===== src/rtl/mmu_ctl_wr_pkg.sv =====
package mmu_ctl_wr_pkg;
  localparam int N32      = 14;
  localparam int N64      = 5;
  localparam int PAGE_BIT = 16;
  localparam int SIZE_W   = 4;

  // 32-bit register slots
  localparam int IX_CTL0   = 0;
  localparam int IX_GACK   = 4;
  localparam int IX_STCFG  = 7;
  localparam int IX_CQPROD = 8;

  // 64-bit register slots
  localparam int IX_CQBASE = 2;
  localparam int IX_EQBASE = 3;

  localparam logic [31:0] CTL0_RSVD = 32'hFFFF_FC20;
  localparam logic [1:0]  FMT_TWO_LEVEL = 2'b01;

  function automatic logic [15:0] off32(input int i);
    case (i)
      0:  off32 = 16'h0020;  1:  off32 = 16'h0028;
      2:  off32 = 16'h002C;  3:  off32 = 16'h0050;
      4:  off32 = 16'h0064;  5:  off32 = 16'h0070;
      6:  off32 = 16'h0074;  7:  off32 = 16'h0088;
      8:  off32 = 16'h0098;  9:  off32 = 16'h009C;
      10: off32 = 16'h00A8;  11: off32 = 16'h00AC;
      12: off32 = 16'h00B8;  default: off32 = 16'h00BC;
    endcase
  endfunction

  function automatic logic [15:0] off64(input int j);
    case (j)
      0: off64 = 16'h0068;  1: off64 = 16'h0080;
      2: off64 = 16'h0090;  3: off64 = 16'h00A0;
      default: off64 = 16'h00B0;
    endcase
  endfunction
endpackage


===== src/rtl/mmu_ctl_wr_dec.sv =====
module mmu_ctl_wr_dec
  import mmu_ctl_wr_pkg::*;
#(
  parameter int AW = 17
) (
  input  logic              valid,
  input  logic [AW-1:0]     addr,
  input  logic [SIZE_W-1:0] size,
  output logic [N32-1:0]    hit32,
  output logic [N64-1:0]    lo64,
  output logic [N64-1:0]    hi64,
  output logic              bad_size,
  output logic              kick
);
  logic [AW-1:0] fold;
  logic          is4, is8;

  always_comb begin
    fold           = addr;
    fold[PAGE_BIT] = 1'b0;
    is4            = (size == SIZE_W'(4));
    is8            = (size == SIZE_W'(8));
  end

  assign bad_size = valid & ~(is4 | is8);

  for (genvar i = 0; i < N32; i++) begin : g_h32
    assign hit32[i] = valid & is4 & (fold == AW'(off32(i)));
  end

  for (genvar j = 0; j < N64; j++) begin : g_h64
    logic at_base, at_hi;
    assign at_base = (fold == AW'(off64(j)));
    assign at_hi   = (fold == AW'(off64(j) + 16'd4));
    assign lo64[j] = valid & (is4 | is8) & at_base;
    assign hi64[j] = valid & ((is8 & at_base) | (is4 & at_hi));
  end

  assign kick = hit32[IX_CTL0] | hit32[IX_CQPROD] | hit32[IX_GACK];
endmodule


===== src/rtl/mmu_ctl_wr_regs.sv =====
module mmu_ctl_wr_regs #(
  parameter int W = 32,
  parameter int N = 4
) (
  input  logic           clk,
  input  logic           rst_n,
  input  logic [N-1:0]   en,
  input  logic [N*W-1:0] nxt,
  output logic [N*W-1:0] q
);
  for (genvar k = 0; k < N; k++) begin : g_ent
    always_ff @(posedge clk or negedge rst_n) begin
      if (!rst_n)      q[k*W +: W] <= '0;
      else if (en[k])  q[k*W +: W] <= nxt[k*W +: W];
    end
  end
endmodule


===== src/rtl/mmu_ctl_wr_qlog.sv =====
module mmu_ctl_wr_qlog #(
  parameter int unsigned MAX = 19
) (
  input  logic       clk,
  input  logic       rst_n,
  input  logic       en,
  input  logic [4:0] field,
  output logic [4:0] q
);
  localparam logic [4:0] LIMIT = 5'(MAX);
  logic [4:0] q_d;

  always_comb q_d = (field > LIMIT) ? LIMIT : field;

  always_ff @(posedge clk or negedge rst_n) begin
    if (!rst_n)  q <= '0;
    else if (en) q <= q_d;
  end
endmodule


===== src/rtl/mmu_ctl_wr.sv =====
module mmu_ctl_wr
  import mmu_ctl_wr_pkg::*;
#(
  parameter int          AW     = 17,
  parameter int unsigned CQ_MAX = 19,
  parameter int unsigned EQ_MAX = 19
) (
  input  logic                 clk,
  input  logic                 rst_n,
  input  logic                 wr_valid,
  input  logic [AW-1:0]        wr_addr,
  input  logic [63:0]          wr_data,
  input  logic [SIZE_W-1:0]    wr_size,
  input  logic [31:0]          gerr_flags,
  output logic                 resp_valid,
  output logic                 resp_err,
  output logic                 cmd_kick,
  output logic [N32*32-1:0]    reg32_q,
  output logic [31:0]          cr0_ack,
  output logic [N64*64-1:0]    reg64_q,
  output logic [4:0]           cmdq_log2,
  output logic [4:0]           evtq_log2,
  output logic [4:0]           st_split,
  output logic                 st_two_level
);
  logic [N32-1:0]    hit32;
  logic [N64-1:0]    lo64, hi64;
  logic              bad_size, kick_d;
  logic [N32*32-1:0] nxt32;
  logic [N64*64-1:0] nxt64;
  logic [31:0]       ack_q, ack_d, hi_word;
  logic              st_en;

  mmu_ctl_wr_dec #(.AW(AW)) dec_i (
    .valid(wr_valid), .addr(wr_addr), .size(wr_size),
    .hit32(hit32), .lo64(lo64), .hi64(hi64),
    .bad_size(bad_size), .kick(kick_d)
  );

  // next values: acknowledge toggles only pending bits
  assign ack_q   = reg32_q[IX_GACK*32 +: 32];
  assign ack_d   = ack_q ^ ((ack_q ^ wr_data[31:0]) & (gerr_flags ^ ack_q));
  assign hi_word = (wr_size == SIZE_W'(8)) ? wr_data[63:32] : wr_data[31:0];

  for (genvar i = 0; i < N32; i++) begin : g_n32
    if (i == IX_GACK) begin : g_ack
      assign nxt32[i*32 +: 32] = ack_d;
    end else begin : g_pl
      assign nxt32[i*32 +: 32] = wr_data[31:0];
    end
  end

  for (genvar j = 0; j < N64; j++) begin : g_n64
    assign nxt64[j*64 +: 64] = {hi64[j] ? hi_word : reg64_q[j*64+32 +: 32],
                                lo64[j] ? wr_data[31:0] : reg64_q[j*64 +: 32]};
  end

  mmu_ctl_wr_regs #(.W(32), .N(N32)) r32_i (
    .clk(clk), .rst_n(rst_n), .en(hit32), .nxt(nxt32), .q(reg32_q)
  );

  mmu_ctl_wr_regs #(.W(64), .N(N64)) r64_i (
    .clk(clk), .rst_n(rst_n), .en(lo64 | hi64), .nxt(nxt64), .q(reg64_q)
  );

  mmu_ctl_wr_qlog #(.MAX(CQ_MAX)) cq_i (
    .clk(clk), .rst_n(rst_n), .en(lo64[IX_CQBASE]),
    .field(wr_data[4:0]), .q(cmdq_log2)
  );

  mmu_ctl_wr_qlog #(.MAX(EQ_MAX)) eq_i (
    .clk(clk), .rst_n(rst_n), .en(lo64[IX_EQBASE]),
    .field(wr_data[4:0]), .q(evtq_log2)
  );

  assign st_en = hit32[IX_STCFG] & (wr_data[17:16] == FMT_TWO_LEVEL);

  always_ff @(posedge clk or negedge rst_n) begin
    if (!rst_n) begin
      cr0_ack      <= '0;
      st_split     <= '0;
      st_two_level <= 1'b0;
    end else begin
      if (hit32[IX_CTL0]) cr0_ack <= wr_data[31:0] & ~CTL0_RSVD;
      if (st_en) begin
        st_split     <= wr_data[10:6];
        st_two_level <= 1'b1;
      end
    end
  end

  always_ff @(posedge clk or negedge rst_n) begin
    if (!rst_n) begin
      resp_valid <= 1'b0;
      resp_err   <= 1'b0;
      cmd_kick   <= 1'b0;
    end else begin
      resp_valid <= wr_valid;
      resp_err   <= bad_size;
      cmd_kick   <= kick_d;
    end
  end
endmodule


===== config.mk =====
export PLATFORM = sky130hd
export DESIGN_NAME = mmu_ctl_wr
export DESIGN_NICKNAME = d
export VERILOG_FILES = /design/src/rtl/mmu_ctl_wr_pkg.sv /design/src/rtl/mmu_ctl_wr_dec.sv /design/src/rtl/mmu_ctl_wr_regs.sv /design/src/rtl/mmu_ctl_wr_qlog.sv /design/src/rtl/mmu_ctl_wr.sv
export SDC_FILE = /design/constraint.sdc
export NUM_CORES = 1
export LEC_CHECK = 0
export BUFFER_PORTS_ARGS = -buffer_cell sky130_fd_sc_hd__buf_4
export CAP_MARGIN = 25
export CORE_AREA = 4 4 359 361
export DETAILED_ROUTE_END_ITERATION = 8
export DIE_AREA = 0 0 363 365
export SYNTH_ARGS = -nofsm -noshare
export SYNTH_HDL_FRONTEND = slang
export SYNTH_HIERARCHICAL = 1
export SYNTH_SLANG_ARGS = --single-unit
export TNS_END_PERCENT = 100

===== constraint.sdc =====
create_clock -name clk -period 3 [get_ports clk]
set_input_delay 0.15 -clock clk [delete_from_list [all_inputs] [get_ports clk]]
set_output_delay 0.15 -clock clk [all_outputs]
set_load 0.05 [all_outputs]

==> results of run 1 <==
## cell families (layout without fill, tap and decap cells)
group                      after synthesis  count (layout)  synth area share, %
and+or+nand+nor                        232             232                 3.04
DFF                                    796             796                 56.9
buffers and inverters                  185            1280                 4.47
muxes                                  976             976                 32.1
xor gates and xnor gates                 2               2               0.0500
adders and majority gates               32              32                0.915
other                                    1              28               0.0107
AOI/OAI and AO/OA                      173             173                 2.53
## Yosys cell counts, drive strengths merged (2+ instances only)
master	count	area, µm²
dfrtp	796	19900
nor2	186	698
nand4	5	31.3
o21ai	6	30.0
mux2i	32	320
mux2	944	10900
nor2b	4	25.0
nor4b	3	53.8
xor2	2	17.5
nand3b	6	45.0
clkbuf	87	627
a31oi	4	25.0
nand3	6	30.0
nor3	2	10.0
buf	89	905
inv	9	33.8
nor3b	3	22.5
nand2	2	7.51
maj3	32	320
nor4	4	55.1
a21oi	160	801
or2	5	31.3
## timing repair
| action | CTS | global route |
|---|---|---|
| hold endpoints to repair | 826 | 0 |
| hold buffers | 78 | 0 |
| buffers inserted | 0 | 0 |
## worst paths after layout
path	endpoint	slack [ps]
min in group clk	cr0_ack[9]$_DFFE_PN0P_	90
worst min-delay path	r64_i/q[247]$_DFFE_PN0P_	60
worst min register to register	st_two_level$_DFFE_PN0P_	500
worst max-delay path	r64_i/q[139]$_DFFE_PN0P_	360
max in group asynchronous	r64_i/q[221]$_DFFE_PN0P_	1900
worst max register to register	r32_i/q[156]$_DFFE_PN0P_	1880
## per-layer routing
metal  vias to the layer above  track usage [%]
met1                     12300             22.4
met5                         -                0
met4                         4             8.15
met3                       202             6.48
li1                      10600                -
met2                       746             32.1
## sequential cells by signal (all words and copies together) (netlist names)
name          count
r32_i/q         448
r64_i/q         320
cr0_ack           9
cq_i/q            5
eq_i/q            5
st_split          5
cmd_kick          1
resp_err          1
resp_valid        1
st_two_level      1
## metrics by stage
stage / hold slack, ps / instances / total power [mW]
after floorplan: -146 / 2419 / 11.1
after global placement: 201 / 4919 / 11.9
after detailed placement: 199 / 4919 / 11.9
after CTS: 1.90 / 5164 / 23.9
after global routing: 34.6 / 5167 / 24.3
final: 56.7 / 5169 / 23.4
## critical path, stage by stage
cell and delay, ps:
dlygate4sd3_1 540, buf_4 150, nor2_1 80, dlygate4sd3_1 540
buf_4 180, nand4b_1 100, buf_4 200, nor2_4 320
or2_4 230, buf_12 230, mux2_2 380
## power groups by stage
| stage | Sequential [mW] | Combinational [mW] | Clock, mW |
|---|---|---|---|
| final | 10.7 | 1.01 | 11.7 |
| after floorplan | 10.9 | 0.180 | 0 |
| after CTS | 10.7 | 1.04 | 12.1 |
| after detailed placement | 10.9 | 0.955 | 0 |
| after global routing | 10.7 | 1.09 | 12.5 |
| after global placement | 10.9 | 0.951 | 0 |
## placed cells by master, fill, tap and decap left out, drive strengths merged, types with 2 or more instances in the layout
master	n
dfrtp	796
o21ai	6
conb	23
inv	15
nor3b	3
nand2	2
nor4b	3
buf	1026
nor2b	4
nand3	6
maj3	32
nand3b	6
nand4	5
diode	5
nor2	186
clkinv	26
clkbuf	125
xor2	2
clkinvlp	2
a21oi	160
mux2i	32
nor4	4
a31oi	4
nor3	2
mux2	944
dlygate4sd3	78
or2	5
bufinv	8
## final cells by class
type	instances	area [µm²]	area share, %
Sequential cell	796	19900	41.5
Multi-Input combinational cell	1438	13800	28.7
Timing Repair Buffer	1104	9050	18.8
Clock buffer	125	2630	5.47
Tap cell	1650	2060	4.30
Clock inverter	42	529	1.10
Inverter	9	33.8	0.0703
Antenna cell	5	12.5	0.0260
==> impl_results.md, run 1 <==
* CTS H-tree depth at 3
* Post_cts resized at 0
* Final wirelength at 131000 µm
* Cell area after placement at 44100 µm²
* 1st-iter DRT viols at 1268
* Switching Share at 23.6%
* Largest net degree at the start of global routing at 96
* Remaining global-route overflow at 0
* Number of flops mapped to enable cells by yosys at 0
* Max-slew headroom at 42.1%
* FF+latch count, synth at 796
* Via Count at 23800
* Peak supply drop at 0.436 mV
* Antenna violations before repair at 10
* DRC viols at 0
* Place WS at 192 ps
* PD cells at 488 nW/µm²
* DRT Pass-1 Iters at 4
* Period utilization at 88.1%
* Setup TNS at 0 ps
* Crit path DAT at 3200 ps
* Startpoint type of the worst setup path: primary input
* Worst r2r src: r32_i/q[156]$_DFFE_PN0P_
* Avg WL per Cell at 25.4 µm
* Clk_lat worst skew at 690 ps
* GPL Wtd Cong at 0.800
* Max layer used: met5
* Skew final at 0 ps
* Clk pin slew, worst setup/hold paths at 60 ps
* Mean Syn Cell Area at 14.6 µm²
* DR vias/cell at 4.61
* Crit path from: wr_size[1]
* Core Region at 125000 µm²
* Period minus WS final at 2640 ps
* WL met3 at 10500 µm
* Clock power frac at 49.8%
* Slew @ Worst Pin at 865 ps
* Combinational Power Share at 4.3%
* Hold WC Path Type: in2async
* HPWL after DPL at 93000 µm
* RSZ-0062 raised after global routing: no
* Fmax achieved at 0.378 GHz
* Post-layout util at 38.3%
* Status: finished, final reports clean
* Die height at 365 µm
* Main synth FF type: dfrtp_1
* # port buffers at 914
* CP Data Required Time at 3550 ps
* Final non-filler cell area at 48000 µm²
* Max cap viols at 0
* TritonCTS clock tree: yes
* Total track usage at 19.1%
* Clock buffer depth at 3
* Worst setup margin at 356 ps
* Fillers at 12000
* DR WL met2 at 63600 µm
* CP endpoint kind: register
* Seq/Total Area, Yosys at 56.9%
* Fin. Hold Viols at 0
* Inserted Clock Buffers at 90
* Final ANT Viol Nets at 0
* Reg2reg path depth at 2
* First-pass GRT wire length at 183000 µm
* CTS sink cnt at 796
* Layout cells sized above 1 at 61.5%
* Clock tree root buffer cell: clkbuf_16
* Leakage power total at 24.7 nW
* Switch Pwr at 5.53 mW
* Pint at 17.9 mW
* Number of warnings issued by yosys at 6
* Synthesized area at 35000 µm²
* Vias in the first global route at 24400
* DIE AREA at 132000 µm²
* Cells after Synth at 2397
* Final Max Slew Viols at 0
* # rows at 130
* Crit path max fanout at 32
* Post-layout net count at 3559
* Crit Path Category: in2reg
* Asr flop ratio synth at 100%
* Initial Utilization at 27.9%
* Syn-to-layout area delta at 37.2%
* Unique masters post-synth at 37
* IO Pins at 939
* WL met1 at 51900 µm
* Die width at 363 µm
* Part of the power in registers at 45.9%
* # setup viols final at 0
(Power assumes the default switching activity.)
==> inputs of run 2 (changes only) <==
Settings changed: CTS_BUF_LIST set to sky130_fd_sc_hd__clkbuf_16, GPL_TIMING_DRIVEN set to 0.
==> run 2 against run 1 <==
  * Sequential share of layout area rose by 0.13 points
  * Highest routed layer unchanged
  * Critical path type unchanged
  * Setup slack worse by 190 ps
  * Non-clock buffer count grew 65
  * Maximum frequency fell by 6.6%
==> impl_results.md, run 2 (synthesized netlist as in run 1, its figures left out) <==
* Core Region at 125000 µm²
* # rows at 130
* Slew @ Worst Pin at 1010 ps
* TritonCTS clock tree: yes
* Worst hold slack at 81.8 ps
* Hold WC Path Type: in2reg
* Period minus WS final at 2830 ps
* DIE AREA at 132000 µm²
* Via Count at 24300
* Max cap viols at 0
* Clk_lat worst skew at 700 ps
* Peak supply drop at 0.459 mV
* Antenna violations before repair at 16
* Clock buffer depth at 3
* Clk pin slew, worst setup/hold paths at 60 ps
* Commonest non-fill, non-tap cell in the layout: buf_4
* Fillers at 12100
* Skew final at 0 ps
* Syn-to-layout area delta at 36.8%
* Pwr Total at 22.5 mW
* Place WS at -1840 ps
* Inserted Clock Buffers at 90
* IO Pins at 939
* Final Max Slew Viols at 0
* Crit Path Category: in2reg
* Final ANT Viol Nets at 0
* Max FFs per register at 448
* Leakage power total at 24.8 nW
* DR vias/cell at 4.64
* # setup viols final at 0
* CTS H-tree depth at 3
* HPWL after DPL at 102000 µm
* Vias in the first global route at 24900
* Die height at 365 µm
* Register bank with the most flops: r32_i/q
* Crit path DAT at 3400 ps
* CP Data Required Time at 3570 ps
* Die width at 363 µm
* DRC viols at 0
* Status: finished, final reports clean
* Worst setup margin at 170 ps
* GPL Wtd Cong at 0.827
* CTS sink cnt at 796
* Fin. Hold Viols at 0
* Final wirelength at 140000 µm
* Setup TNS at 0 ps
* Max-slew headroom at 30.7%
* Post-layout util at 38.2%
* Avg WL per Cell at 26.8 µm
* Largest regs: r32_i/q: 448 flops, r64_i/q: 320 flops, cr0_ack: 9 flops
* Most frequent cells in the layout: buf_4, mux2_2, dfrtp_1, nor2_1, a21oi_1
* Period utilization at 94.3%
* Fmax achieved at 0.353 GHz
* # port buffers at 914
* Initial Utilization at 27.9%
* First-pass GRT wire length at 193000 µm
* Largest net degree at the start of global routing at 112
* Remaining global-route overflow at 0
* Startpoint type of the worst setup path: primary input
* CP endpoint kind: register
* Layout cells sized above 1 at 59.6%
* RSZ-0062 raised after global routing: no
* Clock tree root buffer cell: clkbuf_16
* Crit path max fanout at 10
* Post-layout net count at 3624
* PD cells at 469 nW/µm²
* DRT Pass-1 Iters at 4
* Total track usage at 20.5%
* 1st-iter DRT viols at 1269
run 2: cell count changes in the layout (fill, tap and decap cells not counted), moves of 6 or more:
cell,change
buf_6,+63
buf_12,-43
buf_4,-39
clkbuf_1,+38
clkinv_1,+28
inv_1,+22
nor2_4,-17
nor2_1,+15
dlygate4sd3_1,-14
buf_16,+9
clkinv_2,-9
clkbuf_8,+8
clkbuf_2,+6
run 2: through the flow:
step | instance area [µm²] | cells
after floorplan | 35100 | 2419
after detailed placement | 44300 | 4994
after CTS | 47900 | 5227
after global routing | 47900 | 5228
final | 47900 | 5232
after global placement | 44000 | 4983
run 2: where the power goes:
| group | internal, mW | switching (mW) | total (mW) |
|---|---|---|---|
| registers | 10.7 | 0.000609 | 10.7 |
| clock network | 6.01 | 4.75 | 10.8 |
| logic | 0.265 | 0.716 | 0.981 |
run 2: worst max-delay path: stages:
cell	delay, ps
buf_4	120
nor4_4	320
buf_12	170
nand3_1	170
nor4b_2	280
clkbuf_1	680
clkbuf_2	440
or2_2	180
buf_6	230
clkbuf_8	260
mux2_2	350
run 2: path summary, 6_finish.rpt:
check / from / to / slack (ps) / cells past startpoint
worst max register to register: r32_i/q[141]$_DFFE_PN0P_ / r32_i/q[141]$_DFFE_PN0P_ / 1880 / 2
worst max-delay path: wr_addr[14] / r64_i/q[19]$_DFFE_PN0P_ / 170 / 11
min in group asynchronous: rst_n / r64_i/q[163]$_DFFE_PN0P_ / 600 / 4
max in group asynchronous: rst_n / r32_i/q[41]$_DFFE_PN0P_ / 510 / 7
worst min-delay path: wr_data[5] / r32_i/q[197]$_DFFE_PN0P_ / 80 / 2
worst min register to register: r32_i/q[59]$_DFFE_PN0P_ / r32_i/q[59]$_DFFE_PN0P_ / 500 / 1
run 2: cell type report:
type / count / area, µm² / area share, %
diodes: 4 / 10.0 / 0.0209
plain buffers: 176 / 1540 / 3.22
clock buffers: 92 / 2300 / 4.81
clock inverters: 74 / 536 / 1.12
inverters: 9 / 33.8 / 0.0705
multi-input cells: 1438 / 13600 / 28.5
flip-flops and latches: 796 / 19900 / 41.6
well taps: 1650 / 2060 / 4.31
repair buffers: 993 / 7840 / 16.4
run 2: routing by layer:
metal	global-route usage, %	vias up	share of wire [%]
li1	-	10700	-
met1	24.3	12600	40
met2	35.3	744	49
met3	6.76	170	8.0
met4	6.31	6	2.8
met5	0	-	0.036
run 2: what timing repair did:
| item | in CTS | in global routing |
|---|---|---|
| endpoints found under the setup margin | 316 | 180 |
| cloned | 0 | 0 |
| endpoints found under the hold margin | 538 | 0 |
| pin swaps | 2 | 1 |
| gates resized for setup | 12 | 2 |
| hold buffers | 65 | 0 |
| setup buffers | 2 | 1 |
==> inputs of run 3 (changes only) <==
Settings changed: CORE_AREA 4 4 359 361 to 2 2 367 369, DIE_AREA 0 0 363 365 to 0 0 369 371.
==> run 3 against run 2 <==
  * Setup slack gained 2.9 ps
  * Power grew 1.1%
  * Clock power about the same
  * Clock skew unchanged
  * Count of clock-buffer cells in the layout is 1 higher
  * Via count is essentially flat
  * Maximum frequency rose by 0.10%
  * Design area rose by 0.41%
  * Critical path depth did not move
  * Register-to-register slack got worse by 20 ps
  * Die area increased by 3.3%
==> impl_results.md, run 3 (synthesized netlist as in run 1, its figures left out) <==
* Syn-to-layout area delta at 37.3%
* CP Data Required Time at 3570 ps
* WHS Path Cells at 4
* Slew @ Worst Pin at 1020 ps
* Peak supply drop at 0.415 mV
* Register bank with the most flops: r32_i/q
* Status: finished, final reports clean
* Max-slew headroom at 30.4%
* IO Pins at 939
* Clock buffer depth at 3
* 1st-iter DRT viols at 1370
* Reg2reg path depth at 2
* Hold Crit Start: wr_data[42]
* Remaining global-route overflow at 0
* Crit path from: wr_addr[1]
* Switching Share at 24.5%
* Largest net degree at the start of global routing at 117
* DR vias/cell at 4.53
* Clock power frac at 48.4%
* Final Max Slew Viols at 0
* CTS H-tree depth at 3
* CTS sink cnt at 796
* Largest regs: r32_i/q: 448 flops, r64_i/q: 320 flops, cr0_ack: 9 flops
* Cell area after placement at 44400 µm²
* Die height at 371 µm
* Part of the power in registers at 47.3%
* Clock tree root buffer cell: clkbuf_16
* Worst hold slack at 68.4 ps
* Combinational Power Share at 4.3%
* Switch Pwr at 5.56 mW
* # rows at 134
* Period utilization at 94.3%
* Leakage power total at 24.8 nW
* DRC viols at 0
* Pint at 17.2 mW
* Fin. Hold Viols at 0
* Startpoint type of the worst setup path: primary input
* PD cells at 473 nW/µm²
* Period minus WS final at 2830 ps
* DRT Pass-1 Iters at 5
* Crit path max fanout at 10
* Hold WC Path Type: in2reg
* Die width at 369 µm
* HPWL after DPL at 100000 µm
* Layout cells sized above 1 at 59.9%
* Skew final at 0 ps
* Most frequent cells in the layout: buf_4, mux2_2, dfrtp_1, nor2_1, a21oi_1
* Final non-filler cell area at 48100 µm²
* TritonCTS clock tree: yes
* Final wirelength at 139000 µm
* Core Region at 133000 µm²
* Crit Path Category: in2reg
* # port buffers at 914
* Crit path DAT at 3400 ps
* Post-layout net count at 3630
* Clk_lat worst skew at 700 ps
* Antenna violations before repair at 18
* Final ANT Viol Nets at 0
* Initial Utilization at 26.4%
* # setup viols final at 0
* Clk pin slew, worst setup/hold paths at 60 ps
* DIE AREA at 137000 µm²
* Fmax achieved at 0.354 GHz
* Worst r2r src: r32_i/q[136]$_DFFE_PN0P_
* Vias in the first global route at 24400
* Commonest non-fill, non-tap cell in the layout: buf_4
* Pwr Total at 22.7 mW
* Inserted Clock Buffers at 93
* Via Count at 24200
* RSZ-0062 raised after global routing: no
* Max cap viols at 0
* Max FFs per register at 448
* CP endpoint kind: register
* First-pass GRT wire length at 191000 µm
* Avg WL per Cell at 26.0 µm
* Total track usage at 19.7%
* GPL Wtd Cong at 0.830
run 3: cell types whose count changed in the layout (fill, tap and decap cells not counted), moves of 3 or more:
cell / previous run / this run
dlygate4sd3_1: 64 / 68
clkinv_1: 28 / 14
clkbuf_1: 50 / 44
inv_6: 0 / 3
diode_2: 4 / 8
clkbuf_2: 6 / 11
run 3: power groups by stage:
stage	combinational (mW)	clock [mW]	sequential (mW)
6_report	0.985	11.0	10.7
2_1_floorplan	0.180	0	10.9
3_5_place_dp	0.930	0	10.9
4_1_cts	1.01	11.3	10.7
3_3_place_gp	0.889	0	10.9
5_1_grt	1.06	11.7	10.7
run 3: final cells by class:
class,count,area (µm²)
fill,13000,84700
clock buffer,93,2330
tap,1768,2210
buffer,174,1540
antenna,8,20.0
multi-input combinational,1438,13600
inverter,9,33.8
timing repair buffer,998,7860
sequential,796,19900
clock inverter,67,544
run 3: routing by layer:
layer	vias up	track usage, %	routed length (µm)
met3	202	6.03	11300
li1	10700	-	-
met4	10	6.85	4200
met2	789	33.3	68200
met1	12500	23.7	55500
met5	-	0	78
run 3: path summary, 6_finish.rpt:
path	endpoint	slack (ps)
worst max register to register	r32_i/q[136]$_DFFE_PN0P_	1860
worst min-delay path	r64_i/q[298]$_DFFE_PN0P_	70
min in group asynchronous	r32_i/q[268]$_DFFE_PN0P_	520
max in group asynchronous	r32_i/q[90]$_DFFE_PN0P_	460
worst min register to register	st_two_level$_DFFE_PN0P_	480
worst max-delay path	r64_i/q[281]$_DFFE_PN0P_	170
run 3: per-stage QoR:
step	instances	setup WS [ps]	util, %	TNS [ps]
2_1_floorplan	2419	538	-	0
3_3_place_gp	5101	-8180	33.3	-6893550
3_5_place_dp	5114	-1910	33.5	-470250
4_1_cts	5343	8.83	36.2	0
5_1_grt	5344	57.0	36.2	0
6_report	5351	172	36.2	0
run 3: repair_timing:
item / 4_1_cts / 5_1_grt
hold buffers: 69 / 0
endpoints found under the setup margin: 320 / 223
gates resized for setup: 10 / 12
hold endpoints to repair: 467 / 0
setup buffers: 2 / 0
pin swaps: 1 / 0
run 3: worst max-delay path, stage by stage:
cell and delay (ps):
buf_4 130, nor4b_4 540, nand4b_1 380, nor2_1 280, clkbuf_1 280, clkbuf_2 330
buf_8 200, or2_2 130, buf_6 290, clkbuf_8 290, mux2_2 350
